--- config.mk ---
export PLATFORM = sky130hd
export DESIGN_NAME = oag_unit
export DESIGN_NICKNAME = d
export VERILOG_FILES = /design/src/rtl/oag_pkg.sv /design/src/rtl/oag_decode.sv /design/src/rtl/oag_ea.sv /design/src/rtl/oag_seq.sv /design/src/rtl/oag_unit.sv
export SDC_FILE = /design/constraint.sdc
export NUM_CORES = 1
export LEC_CHECK = 0
export CAP_MARGIN = 5
export CELL_PAD_IN_SITES_DETAIL_PLACEMENT = 1
export CELL_PAD_IN_SITES_GLOBAL_PLACEMENT = 1
export CORE_UTILIZATION = 35
export CTS_CLUSTER_SIZE = 30
export DETAILED_ROUTE_END_ITERATION = 6
export GPL_TIMING_DRIVEN = 0
export PLACE_DENSITY = 0.75
export SLEW_MARGIN = 20
export SYNTH_ARGS = -nofsm -noshare
export SYNTH_HDL_FRONTEND = slang
export SYNTH_SLANG_ARGS = --single-unit
--- constraint.sdc ---
create_clock -name clk -period 3.3 [get_ports clk]
set_input_delay 0.33 -clock clk [delete_from_list [all_inputs] [get_ports clk]]
set_output_delay 0.33 -clock clk [all_outputs]
set_load 0.03 [all_outputs]
--- src/rtl/oag_pkg.sv ---
// Shared types for the operand address generation unit.
// Assumes byte-wide memory and 16-bit words; mode codes are fixed here.
package oag_pkg;
    localparam int BYTE_W = 8;
    localparam int WORD_W = 2 * BYTE_W;

    typedef enum logic [3:0] {
        M_IMM     = 4'd0,
        M_DIR8    = 4'd1,
        M_DIR16   = 4'd2,
        M_IX0     = 4'd3,
        M_IX8     = 4'd4,
        M_IX16    = 4'd5,
        M_SP8     = 4'd6,
        M_SP16    = 4'd7,
        M_TINY    = 4'd8,
        M_SHORT   = 4'd9,
        M_IX0_INC = 4'd10,
        M_BITTST  = 4'd11
    } oag_mode_e;

    typedef enum logic [2:0] {
        B_ZERO, B_PC, B_HX, B_SP, B_FIELD4, B_FIELD5
    } base_e;

    typedef enum logic [1:0] {
        ST_IDLE, ST_OPND, ST_DATA, ST_BIMM
    } seq_st_e;

    typedef struct packed {
        logic       legal;
        logic [1:0] opnd_cnt;
        logic [1:0] data_cnt;
        base_e      base;
        logic       bittst;
        logic       postinc;
        logic [1:0] pc_adv;
    } plan_t;
endpackage

--- src/rtl/oag_decode.sv ---
// Mode decoder: turns a mode code and access width into a fetch plan.
// Assumes nothing about timing; purely combinational.
module oag_decode
    import oag_pkg::*;
(
    input  logic [3:0] mode,
    input  logic       wide,
    output plan_t      plan
);
    logic [1:0] nb;

    // Build the plan: operand byte count, base, data count and PC advance.
    always_comb begin
        nb = wide ? 2'd2 : 2'd1;
        plan          = '0;
        plan.legal    = 1'b1;
        plan.base     = B_ZERO;
        plan.data_cnt = nb;
        case (mode)
            M_IMM:     begin plan.base = B_PC; plan.pc_adv = nb; end
            M_DIR8:    begin plan.opnd_cnt = 2'd1; plan.pc_adv = 2'd1; end
            M_DIR16:   begin plan.opnd_cnt = 2'd2; plan.pc_adv = 2'd2; end
            M_IX0:     begin plan.base = B_HX; end
            M_IX8:     begin plan.base = B_HX; plan.opnd_cnt = 2'd1; plan.pc_adv = 2'd1; end
            M_IX16:    begin plan.base = B_HX; plan.opnd_cnt = 2'd2; plan.pc_adv = 2'd2; end
            M_SP8:     begin plan.base = B_SP; plan.opnd_cnt = 2'd1; plan.pc_adv = 2'd1; end
            M_SP16:    begin plan.base = B_SP; plan.opnd_cnt = 2'd2; plan.pc_adv = 2'd2; end
            M_TINY:    begin plan.base = B_FIELD4; plan.legal = !wide; end
            M_SHORT:   begin plan.base = B_FIELD5; plan.legal = !wide; end
            M_IX0_INC: begin plan.base = B_HX; plan.postinc = 1'b1; plan.legal = !wide; end
            M_BITTST:  begin
                plan.opnd_cnt = 2'd1;
                plan.data_cnt = 2'd1;
                plan.bittst   = 1'b1;
                plan.pc_adv   = 2'd2;
                plan.legal    = wide;
            end
            default:   plan.legal = 1'b0;
        endcase
    end
endmodule

--- src/rtl/oag_ea.sv ---
// Effective-address adder: selects a base and adds the gathered offset.
// Assumes the offset is zero when the mode fetches no operand bytes.
module oag_ea
    import oag_pkg::*;
#(
    parameter int AW = 16,
    parameter int FW = 5
) (
    input  base_e             base,
    input  logic [AW-1:0]     pc,
    input  logic [AW-1:0]     hx,
    input  logic [AW-1:0]     sp,
    input  logic [FW-1:0]     field,
    input  logic [WORD_W-1:0] opnd,
    output logic [AW-1:0]     ea
);
    logic [AW-1:0] base_val;

    // Pick the base register or the short field.
    always_comb begin
        case (base)
            B_PC:     base_val = pc;
            B_HX:     base_val = hx;
            B_SP:     base_val = sp;
            B_FIELD4: base_val = AW'(field[3:0]);
            B_FIELD5: base_val = AW'(field);
            default:  base_val = '0;
        endcase
    end

    // Wrapping add of base and offset.
    assign ea = base_val + AW'(opnd);
endmodule

--- src/rtl/oag_seq.sv ---
// Read sequencer: latches a request, issues one memory read per cycle
// (operand bytes, data bytes, bit-test immediate) and posts the result.
// Assumes memory returns read data in the same cycle as the address.
module oag_seq
    import oag_pkg::*;
#(
    parameter int AW = 16,
    parameter int FW = 5
) (
    input  logic              clk,
    input  logic              rst_n,
    input  logic              start,
    input  plan_t             plan_in,
    input  logic [AW-1:0]     pc_in,
    input  logic [AW-1:0]     hx_in,
    input  logic [AW-1:0]     sp_in,
    input  logic [FW-1:0]     field_in,
    input  logic [AW-1:0]     ea,
    input  logic [BYTE_W-1:0] mem_rdata,
    output base_e             base_r,
    output logic [AW-1:0]     pc_r,
    output logic [AW-1:0]     hx_r,
    output logic [AW-1:0]     sp_r,
    output logic [FW-1:0]     field_r,
    output logic [WORD_W-1:0] opnd_r,
    output logic              mem_rd,
    output logic [AW-1:0]     mem_addr,
    output logic              busy,
    output logic              done,
    output logic              err,
    output logic [WORD_W-1:0] result,
    output logic [AW-1:0]     pc_out,
    output logic [AW-1:0]     hx_out
);
    seq_st_e           st;
    plan_t             plan_r;
    logic              idx_r;
    logic              bit_r;
    logic [WORD_W-1:0] data_r;
    logic              opnd_last;
    logic              data_last;
    logic              fin;
    logic [WORD_W-1:0] fin_val;

    assign base_r = plan_r.base;
    assign busy   = (st != ST_IDLE);
    assign mem_rd = busy;

    // Drive the read address for the current phase.
    always_comb begin
        case (st)
            ST_OPND: mem_addr = pc_r + AW'(idx_r);
            ST_DATA: mem_addr = ea + AW'(idx_r);
            ST_BIMM: mem_addr = pc_r + AW'(1);
            default: mem_addr = '0;
        endcase
    end

    // Decide whether this read ends the request and what it yields.
    always_comb begin
        opnd_last = ({1'b0, idx_r} + 2'd1) == plan_r.opnd_cnt;
        data_last = ({1'b0, idx_r} + 2'd1) == plan_r.data_cnt;
        fin       = 1'b0;
        fin_val   = {data_r[BYTE_W-1:0], mem_rdata};
        if (st == ST_DATA && !plan_r.bittst && data_last) begin
            fin = 1'b1;
        end else if (st == ST_BIMM) begin
            fin     = 1'b1;
            fin_val = {{(BYTE_W-1){1'b0}}, bit_r, mem_rdata};
        end
    end

    // Phase sequencing, request latching and result posting.
    always_ff @(posedge clk) begin
        if (!rst_n) begin
            st      <= ST_IDLE;
            plan_r  <= '0;
            idx_r   <= 1'b0;
            bit_r   <= 1'b0;
            data_r  <= '0;
            opnd_r  <= '0;
            pc_r    <= '0;
            hx_r    <= '0;
            sp_r    <= '0;
            field_r <= '0;
            done    <= 1'b0;
            err     <= 1'b0;
            result  <= '0;
            pc_out  <= '0;
            hx_out  <= '0;
        end else begin
            done <= 1'b0;
            err  <= 1'b0;
            case (st)
                ST_IDLE: begin
                    if (start) begin
                        if (!plan_in.legal) begin
                            err <= 1'b1;
                        end else begin
                            plan_r  <= plan_in;
                            pc_r    <= pc_in;
                            hx_r    <= hx_in;
                            sp_r    <= sp_in;
                            field_r <= field_in;
                            opnd_r  <= '0;
                            data_r  <= '0;
                            idx_r   <= 1'b0;
                            st      <= (plan_in.opnd_cnt != 2'd0) ? ST_OPND : ST_DATA;
                        end
                    end
                end
                ST_OPND: begin
                    opnd_r <= {opnd_r[BYTE_W-1:0], mem_rdata};
                    if (opnd_last) begin
                        idx_r <= 1'b0;
                        st    <= ST_DATA;
                    end else begin
                        idx_r <= 1'b1;
                    end
                end
                ST_DATA: begin
                    if (plan_r.bittst) begin
                        bit_r <= mem_rdata[field_r[2:0]];
                        st    <= ST_BIMM;
                    end else if (!data_last) begin
                        data_r <= {data_r[BYTE_W-1:0], mem_rdata};
                        idx_r  <= 1'b1;
                    end
                end
                default: ;
            endcase
            if (fin) begin
                done   <= 1'b1;
                result <= fin_val;
                pc_out <= pc_r + AW'(plan_r.pc_adv);
                hx_out <= hx_r + AW'(plan_r.postinc);
                st     <= ST_IDLE;
            end
        end
    end

    // done lasts a single cycle.
    assert_done_pulse_R9: assert property (@(posedge clk) disable iff (!rst_n)
        done |=> !done);
    // done only follows a cycle that performed a read.
    assert_done_after_read_R9: assert property (@(posedge clk) disable iff (!rst_n)
        done |-> $past(mem_rd));
    // an error pulse comes with no read and no done.
    assert_err_quiet_R10: assert property (@(posedge clk) disable iff (!rst_n)
        err |-> (!busy && !done));
    // short-field modes stay inside their small windows.
    assert_field_window_R6: assert property (@(posedge clk) disable iff (!rst_n)
        (st == ST_DATA && (plan_r.base == B_FIELD4 || plan_r.base == B_FIELD5)) |->
        (mem_addr < ((plan_r.base == B_FIELD4) ? AW'(16) : AW'(32))));
    // the index moves by at most one step.
    assert_hx_step_R7: assert property (@(posedge clk) disable iff (!rst_n)
        done |-> (hx_out == hx_r || hx_out == hx_r + AW'(1)));
endmodule

--- src/rtl/oag_unit.sv ---
// Operand address generation unit top: decoder, sequencer and EA adder.
// Assumes a same-cycle byte-wide read port and one request at a time.
module oag_unit
    import oag_pkg::*;
#(
    parameter int AW = 16,
    parameter int FW = 5
) (
    input  logic              clk,
    input  logic              rst_n,
    input  logic              start,
    input  logic [3:0]        mode,
    input  logic              wide,
    input  logic [AW-1:0]     pc_in,
    input  logic [AW-1:0]     hx_in,
    input  logic [AW-1:0]     sp_in,
    input  logic [FW-1:0]     field,
    output logic              mem_rd,
    output logic [AW-1:0]     mem_addr,
    input  logic [BYTE_W-1:0] mem_rdata,
    output logic              busy,
    output logic              done,
    output logic              err,
    output logic [WORD_W-1:0] result,
    output logic [AW-1:0]     pc_out,
    output logic [AW-1:0]     hx_out
);
    plan_t             plan;
    base_e             base_r;
    logic [AW-1:0]     pc_r;
    logic [AW-1:0]     hx_r;
    logic [AW-1:0]     sp_r;
    logic [FW-1:0]     field_r;
    logic [WORD_W-1:0] opnd_r;
    logic [AW-1:0]     ea;

    oag_decode u_dec (
        .mode (mode),
        .wide (wide),
        .plan (plan)
    );

    oag_seq #(.AW(AW), .FW(FW)) u_seq (
        .clk       (clk),
        .rst_n     (rst_n),
        .start     (start),
        .plan_in   (plan),
        .pc_in     (pc_in),
        .hx_in     (hx_in),
        .sp_in     (sp_in),
        .field_in  (field),
        .ea        (ea),
        .mem_rdata (mem_rdata),
        .base_r    (base_r),
        .pc_r      (pc_r),
        .hx_r      (hx_r),
        .sp_r      (sp_r),
        .field_r   (field_r),
        .opnd_r    (opnd_r),
        .mem_rd    (mem_rd),
        .mem_addr  (mem_addr),
        .busy      (busy),
        .done      (done),
        .err       (err),
        .result    (result),
        .pc_out    (pc_out),
        .hx_out    (hx_out)
    );

    oag_ea #(.AW(AW), .FW(FW)) u_ea (
        .base  (base_r),
        .pc    (pc_r),
        .hx    (hx_r),
        .sp    (sp_r),
        .field (field_r),
        .opnd  (opnd_r),
        .ea    (ea)
    );
endmodule

==> results.cfg <==
[placement]
place.gp.congestion = 0.887
io_buffer_count = 135
dpl.hpwl_um = 20800

[worst_setup_path]
crit_path_end_kind = output port
worst_setup_path_start_kind = flip-flop
crit_fanout = 8
timing.rr.start = u_seq.st[0]$_SDFFE_PP0P_
r2r_cells = 8
ff2ff_setup_slack_ps = 720
critPathLaunch = u_seq.base_r[0]$_SDFFE_PN0P_
cp.required_ps = 2970
crit_type = reg2out
reg2reg_to = u_seq.pc_out[6]$_SDFFE_PN0P_
cp.arrival_ps = 3290
crit_end = mem_addr[13]

[power]
pwr_density_cell_mw_per_mm2 = 561
peakVddDrop_mv = 0.323
p_seq_frac = 0.347
power.switching_mw = 2.15
p_clk_frac = 0.343
power.total_mw = 5.89
p_leak_nw = 3.90
p_int_mw = 3.74
switching_share = 0.365
p_comb_frac = 0.310

[timing]
fmax_mhz = 276
rsz0062_at_grt = yes
drv_slew = 0
setup_ws_ps = -317
hold_viol = 0
finalClockSkew_ps = 10.5
fin_crit_sh = 1.10
min_period_ps = 3620
worstMarginPinSlew_ps = 887
finalSetupTns_ps = -2970
finalSetupViolations = 13
maxSlewHeadroom = 0.407

[grt]
grt_first_pass_wirelength_um = 43600
gr-usage-met2 = 0.440
grt_use_met1 = 0.344
first_global_vias = 7655
grt_overflow = 0
grtUsageTotal = 0.261
grt_max_degree = 17
use_met3 = 0.0358
busiest_layer = met2
grt_antenna_before_repair = 0

[synthesis]
yosysTopAreaCell = dfxtp_1
yosys_register_bits = 142
syn_area_mm2 = 0.00754
synth.area.top_cells = dfxtp_1 (38%), nand2_1 (9.1%), a21oi_1 (5.5%), a22o_1 (4.3%), ha_1 (4.0%)
yosysSeqAreaShare = 0.377
yosys_warnings = 0
synth_nets = 1018
async_flop_share = 0
synth_cell_types = 72
synth-main-ff-cell = dfxtp_1
yosys.area.top_type_share = 0.377
synth_enable_flop_cells = 0
synthCells = 922
syn_avg_cell_area_um2 = 8.18

[detailed_routing]
drt-vias-per-instance = 5.60
num_vias = 7746
totalWireLength_um = 29200
drt_iter0_drc = 463
wl_per_cell_um = 21.1
drt_first_pass_iters = 5
drc_errors = 0
ant_nets = 0

[clocking]
cts_tree = yes
cts-root-buf = clkbuf_16
holdBufCountCts = 0
insertion_delay_ps = 440
numClockSinks = 142
htree_levels = 4
clockBufferDepth = 2
clk_pin_slew_worst_paths_ps = 70
cts_inserted_buffers = 17

[hold_path]
hold_class = in2reg

[floorplan]
die_h_um = 149
chipWidth_um = 149
fp.dieArea_mm2 = 0.0221
io_pins = 137
num_rows = 53
core_mm2 = 0.0211
initial_core_util = 0.358

[finish]
n_fill_cell = 2515
mostFrequentLayoutCells = nand2_1 (182), dfxtp_1 (138), clkdlybuf4s50_1 (119), a21oi_1 (76), nor2_1 (43)
diodes = 0
finish.utilization = 0.498
drive_gt1_frac = 0.181
mostFrequentLayoutCell = nand2_1
fin_nets = 1190
synthToLayoutAreaGrowth_pct = 39.1

[status]
status = complete, but fails checks
violations = setup timing

[run]
maxCapViolations = 0
kinds of logic after synthesis:
group	Yosys count	synth area share
AND/OR/NAND/NOR	339	0.206
AO/OA/AOI/OAI	248	0.221
flip-flops	142	0.377
buffers and inverters	93	0.0536
adder cells (fa/ha/maj)	27	0.0478
XOR/XNOR	43	0.0499
multiplexers	30	0.0453
final cells by class:
class,instances,area [um^2],area share
Clock buffer,18,439,0.0419
Clock inverter,14,174,0.0166
Timing Repair Buffer,163,1550,0.148
Inverter,22,85.1,0.00811
Multi-Input combinational cell,687,4710,0.448
Sequential cell,142,2850,0.272
Tap cell,275,344,0.0328
Buffer,61,340,0.0324
sequential cells by signal, indices dropped and copies added, names as in the netlist, 3 cells and up:
name           flops
u_seq.pc_out      16
u_seq.base_r       3
u_seq.pc_r        16
u_seq.field_r      5
u_seq.plan_r       8
u_seq.data_r       8
u_seq.hx_r        16
u_seq.opnd_r      16
u_seq.result      16
u_seq.hx_out      16
u_seq.sp_r        16
power by group through the flow:
| stage | combinational [mW] | sequential [mW] | clock, mW |
|---|---|---|---|
| after global placement | 1.59 | 2.05 | 0 |
| after CTS | 1.74 | 2.03 | 2.03 |
| after floorplan | 0.999 | 2.04 | 0 |
| after global routing | 1.94 | 2.06 | 2.10 |
| after detailed placement | 1.62 | 2.05 | 0 |
| final | 1.83 | 2.04 | 2.02 |
metal layers:
| layer | vias to the layer above | wire [um] |
|---|---|---|
| met5 | - | 0 |
| met4 | 0 | 633 |
| met3 | 46 | 1230 |
| met2 | 221 | 14200 |
| met1 | 3873 | 13100 |
| li1 | 3606 | - |
what timing repair did:
action	4_1_cts	5_1_grt
resized for setup	155	57
endpoints found under the setup margin	16	15
buffers inserted	15	12
pin swaps	12	27
gates cloned	1	0
per-stage QoR:
| stage | cells | hold slack [ps] | worst slack (ps) | instance area, um^2 |
|---|---|---|---|---|
| CTS | 1375 | 280 | -343 | 10200 |
| floorplan | 922 | 433 | -53.0 | 7550 |
| global placement | 1332 | 435 | -1170 | 9250 |
| global route | 1382 | 324 | -418 | 10500 |
| detailed placement | 1332 | 442 | -1210 | 9250 |
| finish | 1382 | 286 | -317 | 10500 |
worst min path at each step:
stage | start | to | slack [ps] | cells past startpoint
CTS | rst_n | u_seq.idx_r$_SDFFE_PN0P_ | 280 | 3
floorplan | u_seq.sp_r[0]$_SDFFE_PN0P_ | u_seq.sp_r[0]$_SDFFE_PN0P_ | 430 | 2
finish | rst_n | u_seq.idx_r$_SDFFE_PN0P_ | 290 | 3
global route | rst_n | u_seq.idx_r$_SDFFE_PN0P_ | 320 | 3
global placement | u_seq.hx_out[14]$_SDFFE_PN0P_ | u_seq.hx_out[14]$_SDFFE_PN0P_ | 440 | 2
detailed placement | u_seq.hx_out[11]$_SDFFE_PN0P_ | u_seq.hx_out[11]$_SDFFE_PN0P_ | 440 | 2
cell usage after synthesis (all sizes together), types with 3 or more instances:
cell type	n
a211oi	6
a21o	6
a21oi	83
a221o	4
a22o	37
a22oi	14
a31oi	4
a32oi	4
and2	4
and3	7
and3b	3
and4	4
buf	33
clkbuf	38
dfxtp	142
fa	3
ha	24
inv	22
mux2	13
mux2i	15
nand2	182
nand2b	4
nand3	29
nand4	9
nor2	51
nor2b	10
nor3	10
nor3b	3
nor4	5
o2111a	3
o211a	3
o211ai	4
o21a	5
o21ai	49
o31a	3
o31ai	5
or3	8
or4	3
xnor2	27
xor2	16
worst max-delay path, stage by stage, from the launching register on:
cell and delay (ps):
dfxtp_2 340, buf_4 140, nor2b_4 240, clkbuf_16 200, a22oi_2 90, nor2_1 250
ha_4 280, a21oi_1 210, o21bai_1 110, a221o_1 370, o21a_1 200, o31ai_2 190
buf_4 200
Power figures use the tool's default switching activity.
